### config.mk
export PLATFORM = sky130hd
export DESIGN_NAME = weight_spi_fanout
export DESIGN_NICKNAME = d
export VERILOG_FILES = /design/src/rtl/wdist_pkg.sv /design/src/rtl/wdist_fifo.sv /design/src/rtl/wdist_lane.sv /design/src/rtl/wdist_seq.sv /design/src/rtl/weight_spi_fanout.sv
export SDC_FILE = /design/constraint.sdc
export NUM_CORES = 1
export LEC_CHECK = 0
export BUFFER_PORTS_ARGS = -buffer_cell sky130_fd_sc_hd__buf_4
export CORE_ASPECT_RATIO = 0.8
export CORE_MARGIN = 10
export CORE_UTILIZATION = 26
export DETAILED_ROUTE_END_ITERATION = 8
export PLACE_DENSITY = 0.45
export SLEW_MARGIN = 20
export SYNTH_ARGS = -nofsm -noshare
export SYNTH_HDL_FRONTEND = slang
export SYNTH_SLANG_ARGS = --single-unit
### constraint.sdc
create_clock -name clk -period 6.75 [get_ports clk]
set_clock_uncertainty 0.1 [all_clocks]
set_input_delay 0 -clock clk [delete_from_list [all_inputs] [get_ports clk]]
set_output_delay 0 -clock clk [all_outputs]
set_load 0.005 [all_outputs]
### src/rtl/wdist_pkg.sv
package wdist_pkg;

    localparam int PHASE_W = 6;
    localparam int AMP_W   = 6;
    localparam int WORD_W  = PHASE_W + AMP_W;

    // Phase code occupies the upper bits and is shifted first.
    typedef struct packed {
        logic [PHASE_W-1:0] phase;
        logic [AMP_W-1:0]   amp;
    } weight_t;

    typedef enum logic [2:0] {
        SQ_IDLE,
        SQ_WAIT,
        SQ_SHIFT,
        SQ_GAP,
        SQ_STROBE
    } seq_state_e;

    function automatic int unsigned width_of(int unsigned n);
        return (n > 1) ? $clog2(n) : 1;
    endfunction

endpackage

### src/rtl/wdist_fifo.sv
module wdist_fifo
    import wdist_pkg::*;
#(
    parameter int DEPTH = 4
) (
    input  logic    clk,
    input  logic    rst,
    input  logic    push,
    input  weight_t din,
    input  logic    pop,
    output weight_t dout,
    output logic    full,
    output logic    empty
);
    localparam int AW = width_of(DEPTH);
    localparam int CW = $clog2(DEPTH + 1);

    weight_t         mem [DEPTH];
    logic [AW-1:0]   wr_ptr;
    logic [AW-1:0]   rd_ptr;
    logic [CW-1:0]   count;

    wire do_push = push && !full;
    wire do_pop  = pop && !empty;

    assign full  = (count == CW'(DEPTH));
    assign empty = (count == '0);
    assign dout  = mem[rd_ptr];

    always_ff @(posedge clk) begin
        if (do_push) begin
            mem[wr_ptr] <= din;
        end
    end

    always_ff @(posedge clk) begin
        if (rst) begin
            wr_ptr <= '0;
            rd_ptr <= '0;
            count  <= '0;
        end else begin
            if (do_push) begin
                wr_ptr <= (wr_ptr == AW'(DEPTH - 1)) ? '0 : wr_ptr + 1'b1;
            end
            if (do_pop) begin
                rd_ptr <= (rd_ptr == AW'(DEPTH - 1)) ? '0 : rd_ptr + 1'b1;
            end
            case ({do_push, do_pop})
                2'b10:   count <= count + 1'b1;
                2'b01:   count <= count - 1'b1;
                default: count <= count;
            endcase
        end
    end

endmodule

### src/rtl/wdist_lane.sv
module wdist_lane
    import wdist_pkg::*;
#(
    parameter int FIFO_DEPTH = 4
) (
    input  logic    clk,
    input  logic    rst,
    input  logic    push,
    input  weight_t din,
    input  logic    load,
    input  logic    shift,
    output logic    full,
    output logic    empty,
    output logic    mosi
);
    weight_t             head;
    logic [WORD_W-1:0]   shreg;

    wdist_fifo #(.DEPTH(FIFO_DEPTH)) u_fifo (
        .clk   (clk),
        .rst   (rst),
        .push  (push),
        .din   (din),
        .pop   (load),
        .dout  (head),
        .full  (full),
        .empty (empty)
    );

    always_ff @(posedge clk) begin
        if (rst) begin
            shreg <= '0;
        end else if (load) begin
            shreg <= head;
        end else if (shift) begin
            shreg <= {shreg[WORD_W-2:0], 1'b0};
        end
    end

    assign mosi = shreg[WORD_W-1];

endmodule

### src/rtl/wdist_seq.sv
module wdist_seq
    import wdist_pkg::*;
#(
    parameter int CLK_DIV        = 4,
    parameter int WORDS_PER_LANE = 256
) (
    input  logic clk,
    input  logic rst,
    input  logic all_ready,
    output logic load,
    output logic shift,
    output logic sclk,
    output logic cs_active,
    output logic shifting,
    output logic strobe,
    output logic frame_done
);
    localparam int DIV_W   = width_of(CLK_DIV);
    localparam int BIT_W   = width_of(WORD_W);
    localparam int WCNT_W  = width_of(WORDS_PER_LANE);
    localparam int STB_LEN = 2 * CLK_DIV;
    localparam int STB_W   = width_of(STB_LEN);

    seq_state_e          state;
    logic [DIV_W-1:0]    div_cnt;
    logic [BIT_W-1:0]    bit_cnt;
    logic [WCNT_W-1:0]   word_cnt;
    logic [STB_W-1:0]    stb_cnt;

    logic div_end, bit_end, last_word, waiting;

    always_comb begin
        div_end    = (div_cnt == DIV_W'(CLK_DIV - 1));
        bit_end    = (bit_cnt == '0);
        last_word  = (word_cnt == WCNT_W'(WORDS_PER_LANE - 1));
        waiting    = (state == SQ_IDLE) || (state == SQ_WAIT);
        load       = (waiting && all_ready) ||
                     ((state == SQ_SHIFT) && div_end && bit_end && !last_word && all_ready);
        shift      = (state == SQ_SHIFT) && div_end && !bit_end;
        sclk       = (state == SQ_SHIFT) && (div_cnt >= DIV_W'(CLK_DIV / 2));
        cs_active  = (state == SQ_WAIT) || (state == SQ_SHIFT);
        shifting   = (state == SQ_SHIFT);
        strobe     = (state == SQ_STROBE);
        frame_done = strobe && (stb_cnt == STB_W'(STB_LEN - 1));
    end

    always_ff @(posedge clk) begin
        if (rst) begin
            state    <= SQ_IDLE;
            div_cnt  <= '0;
            bit_cnt  <= '0;
            word_cnt <= '0;
            stb_cnt  <= '0;
        end else begin
            case (state)
                SQ_IDLE, SQ_WAIT: begin
                    if (all_ready) begin
                        state   <= SQ_SHIFT;
                        div_cnt <= '0;
                        bit_cnt <= BIT_W'(WORD_W - 1);
                    end
                end
                SQ_SHIFT: begin
                    div_cnt <= div_end ? '0 : div_cnt + 1'b1;
                    if (div_end) begin
                        if (!bit_end) begin
                            bit_cnt <= bit_cnt - 1'b1;
                        end else if (last_word) begin
                            word_cnt <= '0;
                            state    <= SQ_GAP;
                        end else begin
                            word_cnt <= word_cnt + 1'b1;
                            if (all_ready) begin
                                bit_cnt <= BIT_W'(WORD_W - 1);
                            end else begin
                                state <= SQ_WAIT;
                            end
                        end
                    end
                end
                SQ_GAP: begin
                    stb_cnt <= '0;
                    state   <= SQ_STROBE;
                end
                SQ_STROBE: begin
                    if (frame_done) begin
                        state <= SQ_IDLE;
                    end else begin
                        stb_cnt <= stb_cnt + 1'b1;
                    end
                end
                default: state <= SQ_IDLE;
            endcase
        end
    end

endmodule

### src/rtl/weight_spi_fanout.sv
module weight_spi_fanout
    import wdist_pkg::*;
#(
    parameter int NUM_LANES  = 16,
    parameter int NUM_ELEMS  = 4096,
    parameter int CLK_DIV    = 4,
    parameter int FIFO_DEPTH = 4
) (
    input  logic                 clk,
    input  logic                 rst,
    input  logic                 in_valid,
    output logic                 in_ready,
    input  logic [PHASE_W-1:0]   in_phase,
    input  logic [AMP_W-1:0]     in_amp,
    output logic                 spi_sclk,
    output logic                 spi_cs_n,
    output logic [NUM_LANES-1:0] spi_mosi,
    output logic                 load_strobe,
    output logic                 busy
);
    localparam int WORDS_PER_LANE = NUM_ELEMS / NUM_LANES;
    localparam int LANE_W         = width_of(NUM_LANES);
    localparam int ELEM_W         = width_of(NUM_ELEMS);

    logic [LANE_W-1:0]    lane_sel;
    logic [ELEM_W-1:0]    elem_cnt;
    logic                 frame_loaded;
    logic                 busy_r;
    logic [NUM_LANES-1:0] lane_full;
    logic [NUM_LANES-1:0] lane_empty;
    logic [NUM_LANES-1:0] lane_mosi;
    logic                 any_full, all_ready, accept;
    logic                 seq_load, seq_shift, seq_sclk, seq_cs, seq_shifting;
    logic                 seq_strobe, seq_done;
    weight_t              in_word;

    assign in_word   = '{phase: in_phase, amp: in_amp};
    assign any_full  = |lane_full;
    assign all_ready = &(~lane_empty);
    assign in_ready  = !frame_loaded && !any_full;
    assign accept    = in_valid && in_ready;

    always_ff @(posedge clk) begin
        if (rst) begin
            lane_sel     <= '0;
            elem_cnt     <= '0;
            frame_loaded <= 1'b0;
            busy_r       <= 1'b0;
        end else begin
            if (accept) begin
                busy_r   <= 1'b1;
                lane_sel <= (lane_sel == LANE_W'(NUM_LANES - 1)) ? '0 : lane_sel + 1'b1;
                if (elem_cnt == ELEM_W'(NUM_ELEMS - 1)) begin
                    elem_cnt     <= '0;
                    frame_loaded <= 1'b1;
                end else begin
                    elem_cnt <= elem_cnt + 1'b1;
                end
            end
            if (seq_done) begin
                busy_r       <= 1'b0;
                frame_loaded <= 1'b0;
            end
        end
    end

    for (genvar g = 0; g < NUM_LANES; g++) begin : g_lane
        wdist_lane #(.FIFO_DEPTH(FIFO_DEPTH)) u_lane (
            .clk   (clk),
            .rst   (rst),
            .push  (accept && (lane_sel == LANE_W'(g))),
            .din   (in_word),
            .load  (seq_load),
            .shift (seq_shift),
            .full  (lane_full[g]),
            .empty (lane_empty[g]),
            .mosi  (lane_mosi[g])
        );
    end

    wdist_seq #(
        .CLK_DIV        (CLK_DIV),
        .WORDS_PER_LANE (WORDS_PER_LANE)
    ) u_seq (
        .clk        (clk),
        .rst        (rst),
        .all_ready  (all_ready),
        .load       (seq_load),
        .shift      (seq_shift),
        .sclk       (seq_sclk),
        .cs_active  (seq_cs),
        .shifting   (seq_shifting),
        .strobe     (seq_strobe),
        .frame_done (seq_done)
    );

    assign spi_sclk    = seq_sclk;
    assign spi_cs_n    = !seq_cs;
    assign spi_mosi    = seq_shifting ? lane_mosi : '0;
    assign load_strobe = seq_strobe;
    assign busy        = busy_r;

endmodule

==> results_dict.tcl <==
set metrics [dict create \
    rows 137 \
    drtPass1Iterations 5 \
    fin_tns_setup_ps 0 \
    synth_top_area_share_pct 50.17 \
    ir_drop_uv 182.5 \
    synth_area_leader_cell "edfxtp_1" \
    drt_wl_total_mm 118.6 \
    endpoint_kind "flip-flop" \
    dpl_cell_area_um2 48650 \
    grt_pass1_vias 27400 \
    cts_max_level 3 \
    setup_viol 0 \
    clkTransAtPathRegs_ps 70 \
    reg2reg_slack_ps 2510 \
    hold_viol_final 0 \
    die-height_um 396.1 \
    grt.total_usage_pct 11.93 \
    area_delta_synth_final_pct 14.25 \
    nets 3367 \
    cp_slowest_stage_delay_ps 560 \
    grt_overflow 0 \
    final_common_cell "edfxtp_1" \
    drive_gt1_share_pct 13.35 \
    clockBufferDepth 3 \
    mostFrequentLayoutCells "768 x edfxtp_1, 373 x nand2_1, 373 x dfxtp_1, 213 x nor3_1, 192 x mux4_2" \
    crit_start "u_seq.state[1]$_SDFFE_PP0P_" \
    cap_viol_max_count 0 \
    die-area_um2 194100 \
    arrival_ps 4790 \
    leakagePower_nw 15.97 \
    root_buffer "clkbuf_16" \
    cts.sinks 1142 \
    fmax_ghz 0.2357 \
    crit_slowest_cell "buf_4" \
    synth_cell_type_count 57 \
    grt_max_degree 145 \
    r2r-start "u_seq.state[1]$_SDFFE_PP0P_" \
    remaining_drc_errors 0 \
    cts-buffers-inserted 112 \
    min_from "in_phase[2]" \
    path_cells "nor3b_4 > buf_4 > nand2_1 > o22ai_4 > nand2_4 > buf_4 > inv_1 > ha_1 > inv_1 > fa_1 > xor2_1 > or3_1 > a21oi_1" \
    cts_tree "done" \
    port_buffers 35 \
    powerDensity_nw_per_um2 268.0 \
    power_mw 14.08 \
    ys_ff_latch 1142 \
    drtIter0Drc 2163 \
    synth_enable_flop_cells 768 \
    cp-start-kind "flip-flop" \
    die_x_um 490.1 \
    via_per_inst 4.728 \
    wl_per_cell_um 20.81 \
    syn_inst 3252 \
    place_congestion 0.7201 \
    syn_avg_cell_area_um2 14.14 \
    worst_pin_slew_ps 1084 \
    min_period_ps 4242 \
    final_area_um2 52520 \
    synthFlopType "edfxtp_1" \
    start_util_pct 26.27 \
    hp-class "input pin to flip-flop" \
    place_ws_ps 2526 \
    status "finished clean" \
    yosysSeqAreaShare_pct 66.46 \
    min_period_over_period_pct 62.85 \
    worst_slack_ps 2508 \
    ys.warnings.count 0 \
    clk_latency_ps 720 \
    relSlewSlack_pct 27.73 \
    async_reset_ff_share_pct 0 \
    num_vias 26950 \
    rsz0062_at_grt "no" \
    synth_area_um2 45970 \
    io_pins 36 \
    core-area_um2 175000 \
    grt_pass1_wl_mm 180.0 \
    final_core_util_pct 30.01 \
    required_ps 7300 \
    antenna_found_initial 11 \
    drv_slew 0 \
    syn_nets 3391 \
    final_antenna_net_count 0 \
    hpwl_mm 61.36 \
    synth_area_leaders "edfxtp_1 50%, dfxtp_1 16%, mux4_2 9.4%" \
    path_class "flip-flop to flip-flop" \
    worst-path-max-fanout 55 \
    post_cts_buffers 0 \
]
==> stage by stage <==
| stage | instances | hold slack (ps) |
|---|---|---|
| after global routing | 5689 | 173.3 |
| after detailed placement | 5463 | 351.7 |
| after global placement | 5463 | 346.1 |
| after CTS | 5688 | 154.8 |
| after floorplan | 3252 | -1.131 |
| final | 5700 | 203.0 |
==> worst max-delay path: cells and delay by family, from the launching register on <==
family	cells	cell delay [ps]
flip-flops	1	500
AO/OA/AOI/OAI	2	350
XOR/XNOR	1	160
adder cells (fa/ha/maj)	2	560
AND/OR/NAND/NOR	4	1340
buffers and inverters	4	1110
==> routing by layer <==
| metal | part of all wire (%) | GRT usage [%] |
|---|---|---|
| met3 | 5.0 | 1.795 |
| met1 | 48 | 17.37 |
| met5 | 0 | 0 |
| met4 | 1.9 | 2.843 |
| met2 | 45 | 18.61 |
==> sequential cells by signal, indices dropped and copies added, names as in the netlist, named ones only <==
| signal | count |
|---|---|
| g_lane.u_lane.u_fifo.mem | 768 |
| busy | 1 |
| u_seq.stb_cnt | 3 |
| u_seq.word_cnt | 8 |
| g_lane.u_lane.u_fifo.count | 48 |
| g_lane.u_lane.u_fifo.wr_ptr | 32 |
| u_seq.div_cnt | 2 |
| lane_sel | 4 |
| u_seq.bit_cnt | 4 |
| u_seq.state | 3 |
| g_lane.u_lane.shreg | 192 |
| frame_loaded | 1 |
| g_lane.u_lane.u_fifo.rd_ptr | 32 |
| elem_cnt | 12 |
==> cell families (layout without fill, tap and decap cells) <==
family / count (synthesis) / in the layout / share of synthesized area [%]
other: 0 / 12 / 0
AO/OA/AOI/OAI: 456 / 456 / 6.835
XOR/XNOR: 35 / 35 / 0.6669
buffers and inverters: 344 / 417 / 2.907
adder cells (fa/ha/maj): 124 / 124 / 3.636
multiplexers: 195 / 195 / 9.475
AND/OR/NAND/NOR: 956 / 956 / 10.02
flip-flops: 1142 / 1142 / 66.46
==> power by group <==
| part | internal (mW) | leakage [nW] | switching (mW) |
|---|---|---|---|
| Combinational | 0.0414 | 4.23 | 0.189 |
| Clock | 3.64 | 1.81 | 2.71 |
| Sequential | 7.48 | 9.92 | 0.0117 |
==> final cells by class <==
cell class              instances  area (µm²)
clock inverters                39       346.6
repair buffers                 77       670.6
flip-flops and latches       1142       30550
multi-input cells            1766       14120
well taps                    2363        2957
fillers                     17420      122500
diodes                         12       30.03
inverters                     129       484.2
clock buffers                 172        3358
==> Yosys cell counts, types with 75 or more instances <==
| library cell | number |
|---|---|
| edfxtp_1 | 768 |
| dfxtp_1 | 374 |
| nand2_1 | 374 |
| nor3_1 | 214 |
| mux4_2 | 192 |
| a311oi_1 | 180 |
| clkbuf_1 | 146 |
| inv_1 | 129 |
| a21oi_1 | 128 |
| ha_1 | 108 |
| nor2_1 | 87 |
| o21ai_0 | 75 |
==> timing repair <==
| action | CTS | global route |
|---|---|---|
| hold endpoints to repair | 839 | 0 |
| resized for setup | 0 | 0 |
| hold buffers | 14 | 0 |
==> final timing paths <==
check                           cells after the start                                        endpoint
worst min register to register                      2                   u_seq.stb_cnt[2]$_SDFFE_PP0P_
worst max register to register                     13  g_lane[14].u_lane.u_fifo.count[2]$_SDFFE_PP0P_
worst min-delay path                                2    g_lane[15].u_lane.u_fifo.mem[2][8]$_DFFE_PP_
worst max-delay path                               13  g_lane[14].u_lane.u_fifo.count[2]$_SDFFE_PP0P_
(Power assumes the default switching activity.)
